--- config.mk ---
export PLATFORM = sky130hd
export DESIGN_NAME = rec_crc_check
export DESIGN_NICKNAME = d
export VERILOG_FILES = /design/src/rtl/rcc_pkg.sv /design/src/rtl/crc_shift_engine.sv /design/src/rtl/rec_framer.sv /design/src/rtl/crc_append_ser.sv /design/src/rtl/rec_crc_check.sv
export SDC_FILE = /design/constraint.sdc
export NUM_CORES = 1
export LEC_CHECK = 0
export BUFFER_PORTS_ARGS = -buffer_cell sky130_fd_sc_hd__buf_4
export CAP_MARGIN = 30
export CORE_UTILIZATION = 57
export CTS_CLUSTER_SIZE = 40
export DETAILED_ROUTE_END_ITERATION = 16
export PLACE_DENSITY = 0.81
export SYNTH_ARGS = -nofsm -noshare
export SYNTH_HDL_FRONTEND = slang
export SYNTH_SLANG_ARGS = --single-unit
--- constraint.sdc ---
create_clock -name clk -period 2.4 [get_ports clk]
set_input_delay 0.48 -clock clk [delete_from_list [all_inputs] [get_ports clk]]
set_output_delay 0.48 -clock clk [all_outputs]
set_load 0.005 [all_outputs]
--- src/rtl/rcc_pkg.sv ---
package rcc_pkg;

  typedef enum logic {
    DIR_FWD = 1'b0,
    DIR_REV = 1'b1
  } dir_e;

  // Low w bits of the reciprocal of x^w + p(x); w must not exceed 32.
  function automatic logic [31:0] mirror_poly(input logic [31:0] p, input int w);
    logic [32:0] full;
    logic [31:0] r;
    full = {1'b0, p} | (33'd1 << w);
    r    = '0;
    for (int i = 0; i < w; i++) begin
      r[i] = full[w-i];
    end
    return r;
  endfunction

endpackage

--- src/rtl/crc_shift_engine.sv ---
module crc_shift_engine #(
  parameter int            W      = 16,
  parameter logic [W-1:0]  POLY_F = 16'h8005,
  parameter logic [W-1:0]  POLY_R = 16'h4003
) (
  input  logic         clk,
  input  logic         rst,
  input  logic         clr,
  input  logic         step,
  input  logic         din,
  input  logic         rev,
  output logic [W-1:0] crc_q,
  output logic [W-1:0] crc_nxt
);

  logic         fb;
  logic [W-1:0] poly;

  always_comb begin
    fb      = crc_q[W-1] ^ din;
    poly    = rev ? POLY_R : POLY_F;
    crc_nxt = crc_q;
    if (step) begin
      crc_nxt = {crc_q[W-2:0], 1'b0} ^ (fb ? poly : '0);
    end
  end

  always_ff @(posedge clk) begin
    if (rst || clr) crc_q <= '0;
    else            crc_q <= crc_nxt;
  end

  a_r2_clear_on_start: assert property (@(posedge clk) disable iff (rst)
    clr |=> (crc_q == '0));

  a_r7_hold_when_idle: assert property (@(posedge clk) disable iff (rst)
    (!step && !clr) |=> $stable(crc_q));

endmodule

--- src/rtl/rec_framer.sv ---
module rec_framer
  import rcc_pkg::*;
(
  input  logic clk,
  input  logic rst,
  input  logic start_i,
  input  logic end_i,
  input  logic rev_i,
  input  logic gen_i,
  input  logic bit_vld_i,
  input  logic nxt_zero,
  output logic clr_o,
  output logic step_o,
  output logic rev_o,
  output logic load_o,
  output logic pass_o
);

  logic open_q;
  dir_e dir_q;
  logic gen_q;
  logic pass_q;
  logic close;

  assign clr_o  = start_i;
  assign step_o = bit_vld_i && open_q && !start_i;
  assign close  = end_i && open_q && !start_i;
  assign rev_o  = (dir_q == DIR_REV);
  assign load_o = close && gen_q && (dir_q == DIR_FWD);
  assign pass_o = pass_q;

  always_ff @(posedge clk) begin
    if (rst) begin
      open_q <= 1'b0;
      dir_q  <= DIR_FWD;
      gen_q  <= 1'b0;
      pass_q <= 1'b0;
    end else if (start_i) begin
      open_q <= 1'b1;
      dir_q  <= dir_e'(rev_i);
      gen_q  <= gen_i;
      pass_q <= 1'b0;
    end else if (close) begin
      open_q <= 1'b0;
      pass_q <= nxt_zero;
    end
  end

  a_r6_dir_held: assert property (@(posedge clk) disable iff (rst)
    (open_q && !start_i) |=> $stable(dir_q));

  a_r10_pass_clear: assert property (@(posedge clk) disable iff (rst)
    start_i |=> !pass_q);

  a_r3_pass_after_close: assert property (@(posedge clk) disable iff (rst)
    $rose(pass_q) |-> $past(end_i && open_q));

endmodule

--- src/rtl/crc_append_ser.sv ---
module crc_append_ser #(
  parameter int W = 16
) (
  input  logic         clk,
  input  logic         rst,
  input  logic         clr,
  input  logic         load,
  input  logic [W-1:0] crc_in,
  output logic         bit_o,
  output logic         vld_o
);

  localparam int CW = $clog2(W + 1);

  logic [W-1:0]  sr_q;
  logic [CW-1:0] cnt_q;

  always_ff @(posedge clk) begin
    if (rst || clr) begin
      sr_q  <= '0;
      cnt_q <= '0;
    end else if (load) begin
      sr_q  <= crc_in;
      cnt_q <= CW'(W);
    end else if (cnt_q != '0) begin
      sr_q  <= {sr_q[W-2:0], 1'b0};
      cnt_q <= cnt_q - CW'(1);
    end
  end

  assign bit_o = sr_q[W-1];
  assign vld_o = (cnt_q != '0);

  a_r9_burst_needs_load: assert property (@(posedge clk) disable iff (rst)
    $rose(vld_o) |-> $past(load));

  a_r9_load_starts_burst: assert property (@(posedge clk) disable iff (rst)
    (load && !clr) |=> vld_o);

endmodule

--- src/rtl/rec_crc_check.sv ---
module rec_crc_check #(
  parameter int                CRC_W    = 16,
  parameter logic [CRC_W-1:0]  POLY_FWD = 16'h8005
) (
  input  logic             clk,
  input  logic             rst,
  input  logic             start_i,
  input  logic             end_i,
  input  logic             rev_i,
  input  logic             gen_i,
  input  logic             bit_i,
  input  logic             bit_vld_i,
  output logic [CRC_W-1:0] crc_o,
  output logic             pass_o,
  output logic             app_bit_o,
  output logic             app_vld_o
);

  localparam logic [31:0]      REV_FULL = rcc_pkg::mirror_poly(32'(POLY_FWD), CRC_W);
  localparam logic [CRC_W-1:0] POLY_REV = REV_FULL[CRC_W-1:0];

  logic             clr;
  logic             step;
  logic             rev;
  logic             load;
  logic [CRC_W-1:0] crc_q;
  logic [CRC_W-1:0] crc_nxt;
  logic             nxt_zero;

  assign nxt_zero = (crc_nxt == '0);
  assign crc_o    = crc_q;

  rec_framer u_framer (
    .clk       (clk),
    .rst       (rst),
    .start_i   (start_i),
    .end_i     (end_i),
    .rev_i     (rev_i),
    .gen_i     (gen_i),
    .bit_vld_i (bit_vld_i),
    .nxt_zero  (nxt_zero),
    .clr_o     (clr),
    .step_o    (step),
    .rev_o     (rev),
    .load_o    (load),
    .pass_o    (pass_o)
  );

  crc_shift_engine #(
    .W      (CRC_W),
    .POLY_F (POLY_FWD),
    .POLY_R (POLY_REV)
  ) u_engine (
    .clk     (clk),
    .rst     (rst),
    .clr     (clr),
    .step    (step),
    .din     (bit_i),
    .rev     (rev),
    .crc_q   (crc_q),
    .crc_nxt (crc_nxt)
  );

  crc_append_ser #(
    .W (CRC_W)
  ) u_ser (
    .clk    (clk),
    .rst    (rst),
    .clr    (clr),
    .load   (load),
    .crc_in (crc_nxt),
    .bit_o  (app_bit_o),
    .vld_o  (app_vld_o)
  );

  a_r1_reset_quiet: assert property (@(posedge clk)
    rst |=> (crc_o == '0 && !pass_o && !app_vld_o));

endmodule

==> results.json <==
{
  "outcome": "finished clean",
  "numCtsBuffers": 5,
  "skew_ns": 0.0140,
  "rsz0062_at_grt": "false",
  "initial_core_util_pct": 60.4,
  "avgSynthCellArea_sq_um": 9.70,
  "grt_overflow": 0,
  "netlist.top_cell.by_area": "dfxtp_1",
  "finalNonFillerCells": 279,
  "yosysTopAreaCellShare_pct": 40.1,
  "ctsRootBufferMaster": "clkbuf_4",
  "post_cts_resize_count": 0,
  "cp-startpoint": "u_ser.cnt_q[0]$_SDFFE_PP0P_",
  "cts_sinks": 41,
  "post_cts_buffers": 0,
  "synth_area_leaders": "dfxtp_1 (40%), mux2i_1 (8.8%), a211oi_1 (7.0%), nor2_1 (5.0%), nor2b_1 (4.0%)",
  "wirelength_um": 3860,
  "synthDistinctLibCells": 45,
  "first_global_vias": 1350,
  "yosysMostFrequentCell": "dfxtp_1",
  "hold_violations": 0,
  "max-vdd-ir-drop_mv": 0.554,
  "place_hpwl_um": 2720,
  "path_class": "register to primary output",
  "htreeDepth": 2,
  "maxSlewHeadroom_pct": 74.7,
  "core_area_sq_mm": 0.00339,
  "antenna_found_initial": 0,
  "fmax_mhz": 444,
  "path_max_fanout": 15,
  "finalNetCount": 241,
  "grt_pass1_wl_um": 6330,
  "period_share_pct": 93.8,
  "worstHoldStart": "rst",
  "rr_worst_depth": 8,
  "place_congestion": 0.938,
  "synth_edf_count": 0,
  "cp-start-kind": "register",
  "num_antenna_cells": 0,
  "ys_seq_elements": 41,
  "p_per_area_mw_per_mm2": 732,
  "grt_max_degree": 35,
  "yosysWarnings": 0,
  "synth_common_cells": "dfxtp_1 (41), nor2_1 (27), a211oi_1 (19)",
  "via_count": 1559,
  "die-area_sq_mm": 0.00383,
  "grt_use_total_pct": 22.7,
  "synth_ff_type": "dfxtp_1",
  "critPathArrivalTime_ns": 1.77,
  "synthesis.nets": 220,
  "worstMarginPinSlew_ns": 0.378,
  "setup_viol": 0,
  "end_kind": "primary output",
  "maxCapViolCount": 0,
  "ioPinCount": 27,
  "clkTransAtPathRegs_ns": 0.12,
  "drv_slew": 0,
  "die_w_um": 61.9,
  "hp-class": "input port to register",
  "p_leak_nw": 0.807,
  "crit_slowest_cell": "or3b_4",
  "syn_inst": 211,
  "path_cells": "inv_1 > ha_1 > or3b_4 > nor2_8 > inv_1 > buf_4",
  "dpl.cell_count": 271,
  "avgViaCountPerCell": 5.59,
  "cpMostUsedCell": "inv_1",
  "timing.rr.start": "u_ser.cnt_q[0]$_SDFFE_PP0P_",
  "seq_area_frac_synth_pct": 40.1,
  "drt-initial-drc-count": 58,
  "holdPathStages": 2,
  "die_y_um": 61.9,
  "area_delta_synth_final_pct": 9.60,
  "synthesis.area_sq_mm": 0.00205,
  "synthArstFlopShare_pct": 0,
  "ant_nets": 0,
  "num_rows": 21,
  "routedWlPerCell_um": 13.8,
  "portBuffers": 26,
  "tns_ns": 0,
  "post-route-drc-count": 0,
  "ctsHoldBuffers": 0,
  "drive_gt1_share_pct": 23.2,
  "clk_path_buf_depth": 2,
  "period_needed_ns": 2.25,
  "clock_latency_ns": 0.34,
  "worstPathRequired_ns": 1.92,
  "max_stage_delay_ns": 0.42,
  "drt-pass1-iter-count": 4,
  "cts_tree": "yes"
}
## cell type report
| type | count | area, sq um |
|---|---|---|
| fill | 281 | 1150 |
| multi-input combinational | 149 | 1070 |
| sequential | 41 | 821 |
| timing repair buffer | 30 | 225 |
| tap | 46 | 57.6 |
| clock buffer | 6 | 41.3 |
| inverter | 5 | 18.8 |
| clock inverter | 2 | 10.0 |
## power by group
| part | leakage (nW) | internal (mW) | total (mW) | switching, mW |
|---|---|---|---|---|
| sequential | 0.331 | 0.710 | 0.736 | 0.0255 |
| combinational | 0.443 | 0.228 | 0.581 | 0.353 |
| clock | 0.0320 | 0.112 | 0.324 | 0.212 |
## worst max-delay path: cells and delay by family (launching register included)
kind	cells	cell delay [ns]
simple gates	2	0.63
buf+inv	3	0.28
flops	1	0.33
fa+ha+maj	1	0.18
## per-layer routing
| layer | vias up | global-route usage [%] | wire [um] |
|---|---|---|---|
| met3 | 6 | 4.35 | 181 |
| met5 | - | 0 | 0 |
| met1 | 709 | 32.5 | 1890 |
| met4 | 0 | 6.67 | 48 |
| met2 | 42 | 34.7 | 1740 |
| li1 | 802 | - | - |
## path summary, 6_finish.rpt
check                                 endpoint  slack [ns]
hold reg to reg   u_framer.pass_o$_SDFFE_PP0N_        0.47
setup / recovery                     app_vld_o        0.15
hold / removal     u_framer.rev_o$_SDFFE_PP0P_        0.32
setup reg to reg    u_ser.sr_q[9]$_SDFFE_PP0P_        0.40
## kinds of logic after synthesis
logic type      Yosys count  share of synthesized area (%)
buf+inv                  21                           7.64
fa+ha+maj                 1                          0.611
flops                    41                           40.1
xor+xnor                  8                           3.42
simple gates             72                           19.9
compound gates           47                           17.8
mux                      21                           10.5
## per-stage QoR
step | setup WS [ns] | cell area (sq um) | total power, mW | hold WS (ns) | util, %
3_3_place_gp | 0.488 | 2190 | 1.32 | 0.454 | 64.7
3_5_place_dp | 0.419 | 2190 | 1.33 | 0.459 | 64.7
4_1_cts | 0.135 | 2240 | 1.65 | 0.317 | 66.2
6_report | 0.148 | 2240 | 1.64 | 0.316 | 66.2
2_1_floorplan | 0.543 | 2050 | 1.38 | 0.454 | -
5_1_grt | 0.0172 | 2240 | 1.75 | 0.309 | 66.2
## sequential cells by signal, summed over array words and instances (netlist names)
name             count
u_engine.crc_q      16
u_framer.rev_o       1
u_framer.pass_o      1
u_framer.gen_q       1
u_ser.sr_q          16
u_framer.open_q      1
u_ser.cnt_q          5
## layout by cell type, fill, tap and decap left out, drive strengths merged
cell type	instances
nor2	28
or3b	1
o2111a	1
mux2	3
xor2	1
nor4	3
nand2b	2
xnor2	7
nand3	1
nand4	1
or3	2
o31ai	3
a21oi	7
buf	30
o2111ai	1
and4	1
a311o	2
and3b	1
nor4b	2
mux2i	18
clkbuf	6
a211oi	25
a31oi	1
and3	1
nor3	8
clkinv	2
nand3b	1
ha	1
or2	2
nor2b	13
inv	5
nand2	5
o21ai	6
dfxtp	41
o31a	1
Note: power is estimated with default switching activity, not from simulation.
